### src/rtl/i2cseq_pkg.sv
package i2cseq_pkg;

    typedef enum logic [1:0] {
        CMD_START = 2'd0,
        CMD_WSTOP = 2'd1,
        CMD_TORX  = 2'd2,
        CMD_RSTOP = 2'd3
    } cmd_e;

    typedef enum logic [1:0] {
        ST_IDLE = 2'd0,
        ST_RUN  = 2'd1,
        ST_POLL = 2'd2
    } st_e;

    localparam int SB_DTE  = 0;
    localparam int SB_WAIT = 1;
    localparam int SB_AL   = 2;
    localparam int SB_NACK = 3;

    localparam logic [3:0] IE_ALL   = 4'b1111;
    localparam logic [3:0] IE_NODTE = 4'b1110;

    typedef struct packed {
        logic       cmd_wr;
        cmd_e       cmd;
        logic       ie_wr;
        logic [3:0] ie;
        logic       dat_wr;
        logic [7:0] wdata;
        logic       dat_rd;
        logic       store;
        logic       clr;
        logic [3:0] clr_mask;
        logic       adv;
        logic       finish;
        logic       err_ev;
    } act_t;

endpackage

### src/rtl/i2cseq_step.sv
module i2cseq_step
    import i2cseq_pkg::*;
#(
    parameter int LEN_W = 4
) (
    input  logic                    rd,
    input  logic [LEN_W-1:0]        len,
    input  logic signed [LEN_W+1:0] pos,
    input  logic [3:0]              stat,
    input  logic [6:0]              addr,
    input  logic [7:0]              buf_rdata,
    output act_t                    act,
    output logic [LEN_W-1:0]        store_idx
);
    localparam int POS_W = LEN_W + 2;
    localparam logic signed [POS_W-1:0] ONE  = POS_W'(1);
    localparam logic signed [POS_W-1:0] TWO  = POS_W'(2);
    localparam logic signed [POS_W-1:0] NEG1 = -POS_W'(1);

    logic signed [POS_W-1:0] len_s, last_s, back_s, next_s, stop_s;
    logic [7:0] addr_byte;

    assign len_s     = signed'({2'b00, len});
    assign last_s    = len_s - ONE;
    assign back_s    = pos - TWO;
    assign next_s    = pos + ONE;
    assign stop_s    = len_s + TWO;
    assign addr_byte = {addr, rd};
    assign store_idx = back_s[LEN_W-1:0];

    always_comb begin
        act          = '0;
        act.clr_mask = {stat[SB_NACK], stat[SB_AL], stat[SB_WAIT], 1'b0};
        act.clr      = |act.clr_mask;
        act.err_ev   = stat[SB_AL] | stat[SB_NACK];
        if (act.err_ev) begin
            act.adv = 1'b0;
        end else if (!rd) begin
            if (pos == len_s) begin
                act.finish = 1'b1;
            end else begin
                act.adv    = 1'b1;
                act.dat_wr = 1'b1;
                act.wdata  = (pos < 0) ? addr_byte : buf_rdata;
                if (pos == last_s) begin
                    act.cmd_wr = 1'b1;
                    act.cmd    = CMD_WSTOP;
                end else if (pos == NEG1) begin
                    act.ie_wr = 1'b1;
                    act.ie    = IE_NODTE;
                end
            end
        end else begin
            act.adv = 1'b1;
            if (pos < 0) begin
                act.dat_wr = 1'b1;
                act.wdata  = addr_byte;
                act.ie_wr  = 1'b1;
                act.ie     = IE_NODTE;
            end else if (pos == 0) begin
                act.cmd_wr = 1'b1;
                act.cmd    = CMD_TORX;
            end else begin
                if (pos == len_s) begin
                    act.ie_wr  = 1'b1;
                    act.ie     = IE_ALL;
                    act.cmd_wr = 1'b1;
                    act.cmd    = CMD_RSTOP;
                end
                act.dat_rd = 1'b1;
                act.store  = (back_s >= 0);
            end
            act.finish = (next_s == stop_s);
        end
    end

endmodule

### src/rtl/i2cseq_poll.sv
module i2cseq_poll #(
    parameter int POLL_GAP   = 2500,
    parameter int POLL_TRIES = 1000
) (
    input  logic clk,
    input  logic rst_n,
    input  logic go,
    input  logic busy,
    output logic fin,
    output logic tout
);
    localparam int GW = $clog2(POLL_GAP + 1);
    localparam int TW = $clog2(POLL_TRIES + 1);

    typedef struct packed {
        logic          on;
        logic [GW-1:0] gap;
        logic [TW-1:0] tries;
    } poll_t;

    poll_t poll_q, poll_d;

    always_comb begin
        poll_d = poll_q;
        fin    = 1'b0;
        tout   = 1'b0;
        if (go) begin
            poll_d.on    = 1'b1;
            poll_d.gap   = '0;
            poll_d.tries = '0;
        end else if (poll_q.on) begin
            if (poll_q.gap != '0) begin
                poll_d.gap = poll_q.gap - 1'b1;
            end else if (!busy) begin
                fin       = 1'b1;
                poll_d.on = 1'b0;
            end else if (poll_q.tries == TW'(POLL_TRIES)) begin
                fin       = 1'b1;
                tout      = 1'b1;
                poll_d.on = 1'b0;
            end else begin
                poll_d.tries = poll_q.tries + 1'b1;
                poll_d.gap   = GW'(POLL_GAP);
            end
        end
    end

    always_ff @(posedge clk or negedge rst_n) begin
        if (!rst_n) poll_q <= '0;
        else        poll_q <= poll_d;
    end

endmodule

### src/rtl/i2c_msg_seq.sv
module i2c_msg_seq
    import i2cseq_pkg::*;
#(
    parameter int LEN_W      = 4,
    parameter int POLL_GAP   = 2500,
    parameter int POLL_TRIES = 1000
) (
    input  logic             clk,
    input  logic             rst_n,
    input  logic             start,
    input  logic [6:0]       addr7,
    input  logic             rd_req,
    input  logic [LEN_W-1:0] len,
    output logic             active,
    output logic             done,
    output logic             err,
    input  logic             ev_valid,
    input  logic [3:0]       ev_stat,
    input  logic             ctl_busy,
    output logic             cmd_wr,
    output logic [1:0]       cmd_code,
    output logic             ie_wr,
    output logic [3:0]       ie_mask,
    output logic             dat_wr,
    output logic [7:0]       dat_wdata,
    output logic             dat_rd,
    input  logic [7:0]       dat_rdata,
    output logic             stat_clr,
    output logic [3:0]       stat_clr_mask,
    output logic [LEN_W-1:0] buf_ridx,
    input  logic [7:0]       buf_rdata,
    output logic             buf_we,
    output logic [LEN_W-1:0] buf_widx,
    output logic [7:0]       buf_wdata
);
    localparam int POS_W = LEN_W + 2;

    typedef struct packed {
        st_e                     st;
        logic signed [POS_W-1:0] pos;
        logic [LEN_W-1:0]        len;
        logic                    rd;
        logic [6:0]              addr;
        logic                    err;
        logic                    done;
        logic                    cmd_wr;
        cmd_e                    cmd;
        logic                    ie_wr;
        logic [3:0]              ie;
        logic                    dat_wr;
        logic [7:0]              wdata;
        logic                    dat_rd;
        logic                    clr;
        logic [3:0]              clr_mask;
        logic                    bwe;
        logic [LEN_W-1:0]        bidx;
        logic [7:0]              bdata;
    } seq_t;

    seq_t             seq_q, seq_d;
    act_t             act;
    logic [LEN_W-1:0] store_idx;
    logic             poll_go, poll_fin, poll_tout;

    i2cseq_step #(.LEN_W(LEN_W)) u_step (
        .rd        (seq_q.rd),
        .len       (seq_q.len),
        .pos       (seq_q.pos),
        .stat      (ev_stat),
        .addr      (seq_q.addr),
        .buf_rdata (buf_rdata),
        .act       (act),
        .store_idx (store_idx)
    );

    i2cseq_poll #(.POLL_GAP(POLL_GAP), .POLL_TRIES(POLL_TRIES)) u_poll (
        .clk   (clk),
        .rst_n (rst_n),
        .go    (poll_go),
        .busy  (ctl_busy),
        .fin   (poll_fin),
        .tout  (poll_tout)
    );

    always_comb begin
        seq_d          = seq_q;
        seq_d.done     = 1'b0;
        seq_d.cmd_wr   = 1'b0;
        seq_d.cmd      = CMD_START;
        seq_d.ie_wr    = 1'b0;
        seq_d.ie       = '0;
        seq_d.dat_wr   = 1'b0;
        seq_d.wdata    = '0;
        seq_d.dat_rd   = 1'b0;
        seq_d.clr      = 1'b0;
        seq_d.clr_mask = '0;
        seq_d.bwe      = 1'b0;
        seq_d.bidx     = '0;
        seq_d.bdata    = '0;
        poll_go        = 1'b0;
        unique case (seq_q.st)
            ST_IDLE: begin
                if (start) begin
                    if (rd_req && len == '0) begin
                        seq_d.done = 1'b1;
                        seq_d.err  = 1'b1;
                    end else begin
                        seq_d.st     = ST_RUN;
                        seq_d.pos    = '1;
                        seq_d.len    = len;
                        seq_d.rd     = rd_req;
                        seq_d.addr   = addr7;
                        seq_d.err    = 1'b0;
                        seq_d.cmd_wr = 1'b1;
                        seq_d.cmd    = CMD_START;
                        seq_d.ie_wr  = 1'b1;
                        seq_d.ie     = IE_ALL;
                    end
                end
            end
            ST_RUN: begin
                if (ev_valid) begin
                    seq_d.cmd_wr   = act.cmd_wr;
                    seq_d.cmd      = act.cmd;
                    seq_d.ie_wr    = act.ie_wr;
                    seq_d.ie       = act.ie;
                    seq_d.dat_wr   = act.dat_wr;
                    seq_d.wdata    = act.wdata;
                    seq_d.dat_rd   = act.dat_rd;
                    seq_d.clr      = act.clr;
                    seq_d.clr_mask = act.clr_mask;
                    if (act.store) begin
                        seq_d.bwe   = 1'b1;
                        seq_d.bidx  = store_idx;
                        seq_d.bdata = dat_rdata;
                    end
                    if (act.adv)    seq_d.pos = seq_q.pos + POS_W'(1);
                    if (act.err_ev) seq_d.err = 1'b1;
                    if (act.finish) begin
                        seq_d.st = ST_POLL;
                        poll_go  = 1'b1;
                    end
                end
            end
            ST_POLL: begin
                if (poll_fin) begin
                    seq_d.done = 1'b1;
                    seq_d.err  = seq_q.err | poll_tout;
                    seq_d.st   = ST_IDLE;
                end
            end
            default: seq_d.st = ST_IDLE;
        endcase
    end

    always_ff @(posedge clk or negedge rst_n) begin
        if (!rst_n) seq_q <= '0;
        else        seq_q <= seq_d;
    end

    assign active        = (seq_q.st != ST_IDLE);
    assign done          = seq_q.done;
    assign err           = seq_q.err;
    assign cmd_wr        = seq_q.cmd_wr;
    assign cmd_code      = seq_q.cmd;
    assign ie_wr         = seq_q.ie_wr;
    assign ie_mask       = seq_q.ie;
    assign dat_wr        = seq_q.dat_wr;
    assign dat_wdata     = seq_q.wdata;
    assign dat_rd        = seq_q.dat_rd;
    assign stat_clr      = seq_q.clr;
    assign stat_clr_mask = seq_q.clr_mask;
    assign buf_ridx      = seq_q.pos[LEN_W-1:0];
    assign buf_we        = seq_q.bwe;
    assign buf_widx      = seq_q.bidx;
    assign buf_wdata     = seq_q.bdata;

endmodule

### config.mk
export PLATFORM = sky130hd
export DESIGN_NAME = i2c_msg_seq
export DESIGN_NICKNAME = d
export VERILOG_FILES = /design/src/rtl/i2cseq_pkg.sv /design/src/rtl/i2cseq_step.sv /design/src/rtl/i2cseq_poll.sv /design/src/rtl/i2c_msg_seq.sv
export SDC_FILE = /design/constraint.sdc
export NUM_CORES = 1
export LEC_CHECK = 0
export CAP_MARGIN = 20
export CELL_PAD_IN_SITES_DETAIL_PLACEMENT = 1
export CELL_PAD_IN_SITES_GLOBAL_PLACEMENT = 1
export CORE_UTILIZATION = 43
export CTS_CLUSTER_DIAMETER = 80
export CTS_CLUSTER_SIZE = 12
export DETAILED_ROUTE_END_ITERATION = 7
export PLACE_DENSITY_LB_ADDON = 0.1
export SKIP_LAST_GASP = 1
export SLEW_MARGIN = 25
export SYNTH_ARGS = -nofsm -noshare
export SYNTH_HDL_FRONTEND = slang
export SYNTH_SLANG_ARGS = --single-unit
### constraint.sdc
create_clock -name clk -period 8.35 [get_ports clk]
set_clock_uncertainty 0.2 [all_clocks]
set_input_delay 2.0875 -clock clk [delete_from_list [all_inputs] [get_ports clk]]
set_output_delay 2.0875 -clock clk [all_outputs]
set_load 0.05 [all_outputs]
# Word level (Yosys, flattened, before mapping)
# Cells that the tools add are included.
[totals]
reg_bits = 81
in_bits = 37
elab_cells = 129
[classes]
add_sub_neg = 6
n_lt_le_gt_ge = 2
eq_ne = 17
muxes = 61
n_bitwise = 3
n_reduce_logical = 18
[ops]
columns = ["operator", "count"]
rows = [
  ["$mux W23", 2],
  ["$mux W22", 2],
  ["$mux W36", 1],
  ["$mux W17", 2],
  ["$logic_not A32 Y1", 1],
  ["$mux W8", 4],
  ["$mux W30", 1],
  ["$mux W28", 1],
  ["$mux W1", 22],
  ["$mux W20", 1],
  ["$mux W5", 4],
  ["$mux W19", 1],
  ["$ne A2 B2 Y1 const B", 9],
  ["$pmux W8 S2", 1],
  ["$reduce_and A5 Y1", 3],
  ["$mux W2", 7],
  ["$mux W13", 1],
  ["$eq A6 B5 Y1", 2],
  ["$mux W12", 1],
  ["$pmux W6 S2", 1],
  ["$reduce_bool A12 Y1", 1],
  ["$sub A12 B1 Y12 const B", 1],
  ["$add A10 B1 Y10 const B", 1],
  ["$eq A10 B10 Y1 const B", 1],
  ["28 further kinds", 36],
]

# Longest topological paths before layout
[logic_depth]
depth_word = 11
ltp_mapped = 9
mapped_depth_nobuf = 8

# Modules after synthesis
# Synthesis repeated with hierarchy kept, for this count alone.
[unflattened]
cells_unflattened = 484
area_unflattened_um2 = 4814.6
[modules_own_cells]
columns = ["module", "instances", "cells_per_inst", "area_each_um2", "seq_area_each_um2"]
rows = [
  ["i2c_msg_seq", 1, 214, 2600.0, 1451.4],
  ["i2cseq_poll", 1, 163, 1497.7, 575.6],
  ["i2cseq_step", 1, 107, 716.9, 0.0],
]

# Worst setup path after synthesis
# Ideal clock, no wire load.
[synth_timing]
kind = "in2reg"
startpoint = "input len[1]"
endpoint = "register seq_q[42] (netlist name)"
setup_time_ps = 125
arrival_time_ps = 3498
required_time_ps = 8025
path_slack_ps = 4527
cell_stages = 5
n_path_buf = 1
path_cell_list = "nor4_1 > a21oi_1 > nand2_1 > clkbuf_1 > mux2_2"
[synth_via]
elab_chain_len = 4
[synth_lines]
columns = ["element", "line_no", "rtl"]
rows = [
  ["start, declared", "i2c_msg_seq.sv:13", "input logic [LEN_W-1:0] len,"],
  ["$logic_not A4 Y1", "i2c_msg_seq.sv:104", "if (rd_req && len == '0) begin"],
  ["$logic_and A1 B1 Y1", "i2c_msg_seq.sv:104", ""],
  ["$not A1 Y1 (no line)", "-", ""],
  ["$reduce_and A3 Y1 (no line)", "-", ""],
  ["end signal, assigned", "i2c_msg_seq.sv:158", "else seq_q <= seq_d;"],
  ["end, declared", "i2c_msg_seq.sv:60", "seq_t seq_q, seq_d;"],
]
# Every way passes these cells.
# A chain may end at the register's enable or synchronous reset.

# Final worst setup path
[layout_timing]
startpoint = "register seq_q[56] (netlist name)"
endpoint = "output active"
[layout_via]
elab_chain_len = 1
[layout_lines]
columns = ["element", "line_no", "rtl"]
rows = [
  ["$reduce_bool A2 Y1", "i2c_msg_seq.sv:161", "assign active = (seq_q.st != ST_IDLE);"],
  ["end, declared", "i2c_msg_seq.sv:14", "output logic active,"],
]
# Every way passes these cells.

==> key figures <==
Status
  – Result of the run: finished clean

Place
  – I/O Buffers: 77
  – DP Wirelength: 6.87 mm
  – RD Place Congestion: 0.814
  – Post-placement worst setup slack: 3.61 ns

Timing
  – Setup violation total in the final timing report: 0
  – Worst relative slew slack: 42.9%
  – Worst slew pin tran: 0.848 ns
  – Final critical-path share of the clock period: 53.7%
  – Number of hold violations in the final report: 0
  – Final slew viol count: 0
  – Maximum clock frequency: 0.223 GHz
  – Worst Setup Slack, final: 3.87 ns
  – Setup TNS: 0 ns
  – Minimum period implied by the final worst setup slack: 4.48 ns
  – RSZ-0062 raised after global routing: no

Worst setup path
  – Largest delay share family, worst path: buffers and inverters
  – Critical Path Stages: 4
  – Critical path type: flip-flop to output pin
  – Largest fanout on the critical path: 7
  – Count of cells along the worst register-to-register path: 7
  – Worst reg2reg startpoint: buf_ridx[0]
  – Reg-to-reg critical path endpoint: u_poll.poll_q[14]
  – Buf/Inv on CP: 3
  – Worst endpoint required time: 6.06 ns
  – Crit-path slowest cell: sky130_fd_sc_hd__clkdlybuf4s50_1
  – Nature of the critical path endpoint: output pin
  – Worst EP arrival: 2.19 ns
  – Crit. Startpoint: seq_q[56]
  – Setup slack of the worst register-to-register path: 4.97 ns
  – Cells traversed along the worst timing path: inv_1, ha_1, inv_1, clkdlybuf4s50_1
  – Setup crit end: active
  – Most frequent cell on the critical path: sky130_fd_sc_hd__inv_1
  – CP Launch Type: flip-flop
  – Largest stage delay, worst path: 0.85 ns

Drt
  – Vias after detailed routing: 3135
  – Number of vias per cell after detailed routing: 5.34
  – Drt drc: 0
  – Average wire length per cell after detail routing: 16.6 um
  – Number of DRC markers in iteration 0: 64
  – Total routed wirelength: 9.75 mm
  – Remaining antenna violation count after routing: 0
  – Detailed Routing Iterations Pass 1: 4

Clocking
  – CTS H-Tree Depth: 3
  – Clock buffer depth: 2
  – Number of buffers created by CTS: 9
  – Clk_lat worst skew: 0.35 ns
  – Cts-stage hold buffer count: 0
  – Root Buffer Master: sky130_fd_sc_hd__clkbuf_8
  – CTS tree: yes
  – PostCTS Resize Cnt: 0
  – Clock-pin slew reported for the worst setup and hold paths after clock tree synthesis: 0.08 ns
  – Clock sink count: 77
  – Setup Fix Bufs, Post-CTS: 0

Final layout
  – Area Overhead vs Synth: 20.6%
  – Final #Nets: 505
  – Share of cells above drive strength 1: 8.95%
  – Commonest cells after routing, fill and taps aside: sky130_fd_sc_hd__dfrtp_1 (77), sky130_fd_sc_hd__clkdlybuf4s50_1 (76), sky130_fd_sc_hd__nor2_1 (45)
  – Sequential Area: 1930 um^2
  – Area used by multi-input combinational logic: 1860 um^2
  – Total of fill cells in the finished design: 1034
  – Commonest non-fill, non-tap cell in the layout: sky130_fd_sc_hd__dfrtp_1
  – Ant diodes: 0

Global routing
  – Wire length of the first global-routing pass: 16.3 mm
  – Largest net degree at the start of global routing: 78
  – All-layer global routing usage: 20.8%
  – Number of global-route vias before repair: 3224
  – Antenna violations before repair: 0
  – Remaining global-route overflow: 0

Power
  – Switching part of the total power: 38.4%
  – Switching power of the nets: 525 uW
  – Part of the power in the clock network: 24.0%
  – Max IR drop VDD: 0.000142 V
  – Part of the total power dissipated in combinational logic: 39.3%
  – Leakage power figure: 0.00226 uW
  – Proportion of power drawn by flip-flops and latches: 36.7%
  – Power density of the placed cells: 272 nW/um^2
  – Cell-internal power: 841 uW

Hold path
  – Number of instances on the worst hold path: 1
  – Min-Delay Path Class: flip-flop to flip-flop

Logic synthesis
  – Syn_nets: 464
  – Sequential share of the synthesized area: 46.2%
  – Largest area contributor in the netlist: sky130_fd_sc_hd__dfrtp_1
  – Combined area of all synthesized cells: 4170 um^2
  – Register bit total from synthesis: 77
  – Leading post-synthesis cells by cell area: sky130_fd_sc_hd__dfrtp_1 (46%), sky130_fd_sc_hd__buf_4 (6.1%), sky130_fd_sc_hd__ha_1 (4.5%)
  – Share of Yosys cell area claimed by the top area cell type: 46.2%
  – Synth warn: 0
  – Leading register cell type out of synthesis: sky130_fd_sc_hd__dfrtp_1
  – Number of distinct library cells after synthesis: 57
  – Fraction of registers with async set or reset after synthesis: 100%
  – Syn Inst Count: 412
  – Average instance area after synthesis: 10.1 um^2
  – Number of enable flip-flop cells after synthesis: 0

Floorplan
  – Die height: 100 um
  – Core footprint: 9330 um^2
  – Ports: 80
  – Full die area: 10100 um^2
  – Starting density of the core: 44.7%
  – Count of standard-cell rows: 35
  – Width of the die: 100 um

Flow run
  – MaxCap Viol Count: 0
[cell families after synthesis]
logic type               count (synthesis)  synth area share [%]
buffers and inverters                   67                  9.21
flip-flops                              77                  46.2
XOR/XNOR                                28                  6.90
multiplexers                            16                  4.20
AO/OA/AOI/OAI                           75                  11.9
AND/OR/NAND/NOR                        133                  17.0
other                                    1                0.0899
adder cells (fa/ha/maj)                 15                  4.50
[synthesized netlist by cell type (2+ instances only)]
library cell and number:
sky130_fd_sc_hd__a21o_1 3, sky130_fd_sc_hd__o21a_1 3, sky130_fd_sc_hd__o221ai_1 2, sky130_fd_sc_hd__xor2_1 16, sky130_fd_sc_hd__a21oi_1 16, sky130_fd_sc_hd__or2_2 2, sky130_fd_sc_hd__nor3_1 7, sky130_fd_sc_hd__mux2i_1 4
sky130_fd_sc_hd__a32oi_1 2, sky130_fd_sc_hd__xnor2_1 9, sky130_fd_sc_hd__nor2_1 45, sky130_fd_sc_hd__buf_4 34, sky130_fd_sc_hd__nand3b_1 2, sky130_fd_sc_hd__nand2_1 20, sky130_fd_sc_hd__nand2b_1 5, sky130_fd_sc_hd__o31ai_1 2
sky130_fd_sc_hd__a21boi_0 3, sky130_fd_sc_hd__and2_1 13, sky130_fd_sc_hd__or4_4 2, sky130_fd_sc_hd__ha_1 15, sky130_fd_sc_hd__or4_1 2, sky130_fd_sc_hd__o31a_1 2, sky130_fd_sc_hd__inv_1 19, sky130_fd_sc_hd__nand4b_1 3
sky130_fd_sc_hd__o22ai_1 3, sky130_fd_sc_hd__clkbuf_1 10, sky130_fd_sc_hd__o21ai_0 20, sky130_fd_sc_hd__and3_1 6, sky130_fd_sc_hd__o211ai_1 2, sky130_fd_sc_hd__buf_2 4, sky130_fd_sc_hd__mux2_2 12, sky130_fd_sc_hd__dfrtp_1 77
sky130_fd_sc_hd__a22oi_1 8, sky130_fd_sc_hd__xnor3_1 2, sky130_fd_sc_hd__nand4_1 7, sky130_fd_sc_hd__nand3_1 9
[state kept, by name, indices dropped and copies added, names as in the netlist]
name	count
cmd_code	2
stat_clr	1
buf_wdata	8
err	1
buf_widx	4
buf_we	1
cmd_wr	1
ie_mask	2
done	1
buf_ridx	4
seq_q	16
dat_wdata	8
dat_rd	1
u_poll.poll_q	23
dat_wr	1
stat_clr_mask	3
[stage by stage]
step / power, uW / area, um^2 / util (%) / hold slack [ns] / instances
6_report: 1370 / 5030 / 53.9 / 0.313 / 587
5_1_grt: 1440 / 5030 / 53.9 / 0.333 / 587
4_1_cts: 1380 / 5020 / 53.9 / 0.318 / 587
3_5_place_dp: 1040 / 4790 / 51.4 / 0.296 / 571
3_3_place_gp: 1020 / 4790 / 51.4 / 0.288 / 571
2_1_floorplan: 905 / 4170 / - / 0.280 / 412
[layout make-up]
class	count	area share (%)
sequential	77	38.3
multi-input combinational	268	36.9
timing repair buffer	78	15.5
tap	129	3.21
clock buffer	10	2.74
clock inverter	6	1.87
inverter	19	1.42
[routing by layer]
layer | wire (um) | track usage (%) | vias to the layer above
li1 | - | - | 1470
met1 | 4750 | 29.2 | 1569
met2 | 4510 | 33.2 | 81
met3 | 345 | 2.91 | 15
met4 | 140 | 7.36 | 0
met5 | 0 | 0 | -
[how the worst min path moves through the flow]
stage                     slack, ns         to      start
after floorplan                0.28  seq_q[38]  seq_q[38]
after global placement         0.29  seq_q[44]  seq_q[44]
after detailed placement       0.30  seq_q[38]  seq_q[38]
after CTS                      0.32  seq_q[42]  seq_q[42]
after global routing           0.33  seq_q[38]  seq_q[38]
final                          0.31  seq_q[42]  seq_q[42]
[power groups by stage]
| stage | Clock (uW) | Sequential (uW) | Combinational (uW) |
|---|---|---|---|
| 5_1_grt | 346 | 512 | 583 |
| 4_1_cts | 336 | 502 | 540 |
| 3_5_place_dp | 0 | 508 | 535 |
| 6_report | 328 | 501 | 537 |
| 2_1_floorplan | 0 | 500 | 405 |
| 3_3_place_gp | 0 | 504 | 517 |
No activity file was read; power rests on OpenSTA's default activity.
